### src/rtl/irq_route_pkg.sv
package irq_route_pkg;

  localparam int ENTRY_W = 64;
  localparam int HALF_W  = 32;
  localparam int SEL_W   = 8;

  localparam logic [7:0] OFF_SEL = 8'h00;
  localparam logic [7:0] OFF_WIN = 8'h10;

  localparam logic [SEL_W-1:0] SEL_ID       = 8'h00;
  localparam logic [SEL_W-1:0] SEL_VER      = 8'h01;
  localparam logic [SEL_W-1:0] SEL_ARB      = 8'h02;
  localparam logic [SEL_W-1:0] SEL_TBL_BASE = 8'h10;

  localparam int BIT_RIRR = 14;
  localparam int BIT_MASK = 16;
  localparam int ID_LSB   = 24;

  localparam logic [ENTRY_W-1:0] ENTRY_RST = ENTRY_W'(1) << BIT_MASK;

  typedef enum logic [2:0] {
    K_ID,
    K_VER,
    K_ARB,
    K_ENTRY,
    K_NONE
  } win_kind_e;

  typedef struct packed {
    win_kind_e        kind;
    logic             hi;
    logic [SEL_W-1:0] idx;
  } win_dec_t;

  // Entry number reached by a table selector.
  function automatic logic [SEL_W-1:0] entry_index(input logic [SEL_W-1:0] sel);
    logic [SEL_W-1:0] off;
    off = sel - SEL_TBL_BASE;
    return off >> 1;
  endfunction

  // Read value of the version register.
  function automatic logic [HALF_W-1:0] version_word(input int num_pins,
                                                     input logic [7:0] code);
    logic [7:0] top;
    top = 8'(num_pins - 1);
    return {8'h00, top, 8'h00, code};
  endfunction

endpackage

### src/rtl/irq_sel_decode.sv
module irq_sel_decode
  import irq_route_pkg::*;
#(
  parameter int NUM_PINS = 24
) (
  input  logic [SEL_W-1:0] sel,
  output win_dec_t         dec
);

  logic [SEL_W-1:0] idx;
  logic             in_tbl;

  always_comb begin
    idx    = entry_index(sel);
    in_tbl = (sel >= SEL_TBL_BASE) && (int'(idx) < NUM_PINS);
    dec.idx = idx;
    dec.hi  = sel[0];
    if (sel == SEL_ID)       dec.kind = K_ID;
    else if (sel == SEL_VER) dec.kind = K_VER;
    else if (sel == SEL_ARB) dec.kind = K_ARB;
    else if (in_tbl)         dec.kind = K_ENTRY;
    else                     dec.kind = K_NONE;
  end

endmodule

### src/rtl/irq_route_entry.sv
module irq_route_entry
  import irq_route_pkg::*;
(
  input  logic               clk,
  input  logic               rst_n,
  input  logic               wr_lo,
  input  logic               wr_hi,
  input  logic [HALF_W-1:0]  wdata,
  input  logic               rirr_set,
  output logic [ENTRY_W-1:0] q,
  output logic               mask_flip
);

  logic [ENTRY_W-1:0] nxt;

  always_comb begin
    nxt = q;
    if (rirr_set) nxt[BIT_RIRR] = 1'b1;
    if (wr_hi) nxt[ENTRY_W-1:HALF_W] = wdata;
    if (wr_lo) begin
      nxt[HALF_W-1:0] = wdata;
      nxt[BIT_RIRR]   = 1'b0;
    end
  end

  assign mask_flip = wr_lo && (wdata[BIT_MASK] != q[BIT_MASK]);

  always_ff @(posedge clk) begin
    if (!rst_n) q <= ENTRY_RST;
    else        q <= nxt;
  end

endmodule

### src/rtl/irq_route_regs.sv
module irq_route_regs
  import irq_route_pkg::*;
#(
  parameter int         NUM_PINS     = 24,
  parameter logic [7:0] VERSION_CODE = 8'h11,
  localparam int        IDX_W        = $clog2(NUM_PINS),
  localparam int        TBL_W        = NUM_PINS * ENTRY_W
) (
  input  logic              clk,
  input  logic              rst_n,
  input  logic              bus_wr,
  input  logic [7:0]        bus_addr,
  input  logic [31:0]       bus_wdata,
  output logic [31:0]       bus_rdata,
  input  logic [NUM_PINS-1:0] rirr_set,
  output logic [TBL_W-1:0]  tbl_o,
  output logic              upd_o,
  output logic [IDX_W-1:0]  upd_idx_o,
  output logic              mask_chg_o
);

  localparam int ID_W = 4;

  logic [SEL_W-1:0]   sel_q;
  logic [ID_W-1:0]    id_q;
  win_dec_t           dec;
  logic               sel_wr;
  logic               win_wr;
  logic               entry_wr;
  logic               mask_flip_any;
  logic [IDX_W-1:0]   ent_idx;
  logic [NUM_PINS-1:0] mask_flip_vec;
  logic [ENTRY_W-1:0] ent [NUM_PINS];
  logic [ENTRY_W-1:0] ent_rd;
  logic [HALF_W-1:0]  win_rd;

  irq_sel_decode #(.NUM_PINS(NUM_PINS)) u_dec (
    .sel (sel_q),
    .dec (dec)
  );

  assign sel_wr        = bus_wr && (bus_addr == OFF_SEL);
  assign win_wr        = bus_wr && (bus_addr == OFF_WIN);
  assign entry_wr      = win_wr && (dec.kind == K_ENTRY);
  assign ent_idx       = dec.idx[IDX_W-1:0];
  assign mask_flip_any = |mask_flip_vec;

  // Selector and identifier registers.
  always_ff @(posedge clk) begin
    if (!rst_n) begin
      sel_q <= '0;
      id_q  <= '0;
    end else begin
      if (sel_wr) sel_q <= bus_wdata[SEL_W-1:0];
      if (win_wr && dec.kind == K_ID) id_q <= bus_wdata[ID_LSB +: ID_W];
    end
  end

  // Routing table, one register pair per pin.
  for (genvar g = 0; g < NUM_PINS; g++) begin : g_ent
    logic hit;
    assign hit = entry_wr && (int'(ent_idx) == g);
    irq_route_entry u_ent (
      .clk       (clk),
      .rst_n     (rst_n),
      .wr_lo     (hit && !dec.hi),
      .wr_hi     (hit && dec.hi),
      .wdata     (bus_wdata),
      .rirr_set  (rirr_set[g]),
      .q         (ent[g]),
      .mask_flip (mask_flip_vec[g])
    );
    assign tbl_o[g*ENTRY_W +: ENTRY_W] = ent[g];
  end

  // Update notices to the servicing logic.
  always_ff @(posedge clk) begin
    if (!rst_n) begin
      upd_o      <= 1'b0;
      upd_idx_o  <= '0;
      mask_chg_o <= 1'b0;
    end else begin
      upd_o      <= entry_wr;
      mask_chg_o <= entry_wr && mask_flip_any;
      if (entry_wr) upd_idx_o <= ent_idx;
    end
  end

  // Window read path.
  always_comb begin
    ent_rd = '0;
    if (int'(ent_idx) < NUM_PINS) ent_rd = ent[ent_idx];
    case (dec.kind)
      K_ID, K_ARB: win_rd = HALF_W'(id_q) << ID_LSB;
      K_VER:       win_rd = version_word(NUM_PINS, VERSION_CODE);
      K_ENTRY:     win_rd = dec.hi ? ent_rd[ENTRY_W-1:HALF_W] : ent_rd[HALF_W-1:0];
      default:     win_rd = '1;
    endcase
  end

  always_comb begin
    case (bus_addr)
      OFF_SEL: bus_rdata = {{(HALF_W-SEL_W){1'b0}}, sel_q};
      OFF_WIN: bus_rdata = win_rd;
      default: bus_rdata = '0;
    endcase
  end

endmodule

### config.mk
export PLATFORM = sky130hd
export DESIGN_NAME = irq_route_regs
export DESIGN_NICKNAME = d
export VERILOG_FILES = /design/src/rtl/irq_route_pkg.sv /design/src/rtl/irq_sel_decode.sv /design/src/rtl/irq_route_entry.sv /design/src/rtl/irq_route_regs.sv
export SDC_FILE = /design/constraint.sdc
export NUM_CORES = 2
export LEC_CHECK = 0
export BUFFER_PORTS_ARGS = -buffer_cell sky130_fd_sc_hd__buf_2
export CAP_MARGIN = 30
export CORE_AREA = 2 2 644 646
export DETAILED_ROUTE_END_ITERATION = 12
export DIE_AREA = 0 0 646 648
export GPL_TIMING_DRIVEN = 0
export PLACE_DENSITY = 0.36
export SYNTH_ARGS = -nofsm -noshare
export SYNTH_HDL_FRONTEND = slang
export SYNTH_SLANG_ARGS = --single-unit
### constraint.sdc
create_clock -name clk -period 4.8 [get_ports clk]
set_clock_uncertainty 0.1 [all_clocks]
set_input_delay 0.24 -clock clk [delete_from_list [all_inputs] [get_ports clk]]
set_output_delay 0.24 -clock clk [all_outputs]
set_load 0.03 [all_outputs]
==> summary.md <==
| Metric | Value |
|---|---|
| PortBufs | `1609` |
| Die Ht | `648 um` |
| Max Fclk | `0.204 GHz` |
| Fraction of layout instances using a drive strength above 1 | `29.4%` |
| Synth Area per Inst | `8.48 um^2` |
| Slew HR | `25.7%` |
| 1st-pass router iterations | `6` |
| Yosys reg bits | `1555` |
| WL final | `721000 um` |
| Mapped cell area | `0.0675 mm^2` |
| Final min period | `4.91 ns` |
| Antenna Nets Post-Route | `0` |
| Core footprint | `0.412 mm^2` |
| Pre-CTS WS | `-1.54 ns` |
| Worst setup margin | `-0.107 ns` |
| Power Total | `30.9 mW` |
| Vias in the first global route | `68800` |
| GR Overflow Total | `0` |
| Setup crit end kind | `output port` |
| Period utilization | `102%` |
| Gpl congestion | `0.981` |
| Leakage Power | `35.3 nW` |
| Post-synth top area share | `46.1%` |
| Failing checks | `setup timing` |
| Hold Fails Final Rpt | `0` |
| Endpoints failing setup | `15` |
| Maximum VDD drop | `0.286 mV` |
| Crit-path max FO | `17` |
| Mapped Nets | `8024` |
| Main synth FF type | `dfxtp_1` |
| CTS clk-pin slew, worst paths | `0.06 ns` |
| Cells after synthesis | `7955` |
| Largest net degree at the start of global routing | `17` |
| Critical Path AT | `4.57 ns` |
| Syn-to-layout area delta | `40.7%` |
| Cell taking the most area after synthesis | `dfxtp_1` |
| Power Density | `326 mW/mm^2` |
| Crit path launch type | `register` |
| Register area share after synthesis | `46.1%` |
| CTS sink cnt | `1555` |
| Unique masters post-synth | `65` |
| Synth Warn # | `0` |
| WS Path Type | `reg -> out` |
| Top cells by area, synth | `dfxtp_1, nand2_1, mux4_2` |
| H-tree Lvls | `4` |
| Post-Layout Cell Count | `15800` |
| Die area | `0.419 mm^2` |
| Required @ worst endpoint | `4.46 ns` |
| Number of flops mapped to enable cells by yosys | `0` |
| Status | `finished, violations left` |
| # Max-Cap Violations | `0` |
| CTS tree | `yes` |
| GR Util All Layers | `33.0%` |
| Root buffer cell | `clkbuf_16` |
| Final Max Tran Viols | `0` |
| # rows | `236` |
| Hold WS | `0.0656 ns` |
| CTS Buffer Depth | `4` |
| First-pass GRT wire length | `876000 um` |
| Most common cell after layout, fill and taps aside | `nand2_1` |
| Initial antenna violation count | `145` |
| Worst slew pin tran | `1.11 ns` |
| DP Wirelength | `607000 um` |
| Starting Density | `16.4%` |
| Placed cells | `15200` |
| Routed vias | `76700` |
| Min-Delay Path Class | `in -> reg` |
| Io pins | `1642` |
| TNS Setup | `-0.416 ns` |
| DRT iter0 DRCs | `9414` |
| Ys async rst share | `0%` |
| Avg WL per Cell | `45.6 um` |
| Most frequent cells in the layout | `nand2_1, buf_2, dfxtp_1` |
| Post-layout nets | `10100` |
| DRC | `0` |
| Die Wd | `646 um` |
| TritonCTS Buffers | `208` |
| Worst skew pair latency | `0.99 ns` |
| DR vias/cell | `4.86` |
registers in the layout, indices dropped and copies added (netlist names):
name	flops
g_ent.u_ent.q	1536
sel_q	8
upd_idx_o	5
id_q	4
mask_chg_o	1
upd_o	1
per-layer routing:
metal | GRT usage, % | up-vias | part of all wire, %
met5 | 0 | - | 0.034
met4 | 19.0 | 36 | 7.3
met3 | 9.30 | 1098 | 8.7
met2 | 55.6 | 4599 | 47
met1 | 37.4 | 39700 | 37
li1 | - | 31300 | -
through the flow:
stage / utilization, % / cell area [um^2]
after global placement: 20.0 / 82400
after CTS: 22.9 / 94500
after floorplan: - / 67500
final: 23.0 / 94900
after global routing: 23.0 / 94800
after detailed placement: 20.7 / 85300
final timing paths:
check / startpoint / endpoint / slack [ns] / cells after the start
max reg2reg: sel_q[4] / g_ent[21].u_ent.q[38] / -0.03 / 16
max: sel_q[2] / bus_rdata[4] / -0.11 / 13
min reg2reg: upd_idx_o[3] / upd_idx_o[3] / 0.35 / 2
min: rirr_set[2] / g_ent[2].u_ent.q[14] / 0.07 / 4
worst max-delay path, stage by stage (launching register included):
cell and delay, ns:
dfxtp_1 0.33, buf_6 0.22, buf_6 0.29, buf_12 0.28, clkbuf_2 0.27, buf_8 0.20, mux4_2 0.23, mux2i_4 0.11
nor2_4 0.19, a21oi_2 0.05, nor2_1 0.09, a21oi_1 0.05, o211ai_1 0.90, buf_4 0.31
Yosys cell counts, drive strengths merged (9+ instances only):
master	count
buf	195
mux4	448
nor3	24
nand2	3100
inv	13
o31ai	11
nor2	93
clkbuf	604
nand4	11
o211ai	40
nor4	19
nand3	25
mux2i	71
dfxtp	1555
o21ai	92
a21oi	1544
or3	12
or2	9
o22ai	13
nand2b	16
layout make-up:
cell class                 instances  area (um^2)
fill                           45600       317000
multi-input combinational       5588        33700
sequential                      1555        31100
timing repair buffer            1889        11900
tap                             5474         6850
clock buffer                     311         6010
buffer                           796         4280
clock inverter                    61          793
antenna                          107          268
inverter                          13         52.6
timing repair:
item	in CTS	in global routing
resized for setup	358	23
setup buffers	16	6
hold buffers	78	0
gates cloned	1	0
hold endpoints to repair	1059	0
endpoints found under the setup margin	1340	58
pin swaps	10	3
logic make-up (layout without fill, tap and decap cells):
| kind of cell | Yosys count | after routing | synth area share [%] |
|---|---|---|---|
| simple gates | 3341 | 3341 | 19.5 |
| buf+inv | 812 | 3070 | 5.17 |
| other cells | 0 | 107 | 0 |
| compound gates | 1725 | 1725 | 13.1 |
| xor+xnor | 1 | 1 | 0.0130 |
| mux | 519 | 519 | 16.0 |
| flops | 1555 | 1555 | 46.1 |
| fa+ha+maj | 2 | 2 | 0.0371 |
power by group:
| part | total [mW] | switching, mW | internal (mW) |
|---|---|---|---|
| sequential | 12.9 | 0.0211 | 12.9 |
| clock | 16.3 | 7.06 | 9.27 |
| combinational | 1.63 | 1.32 | 0.310 |
(Power assumes the default switching activity.)
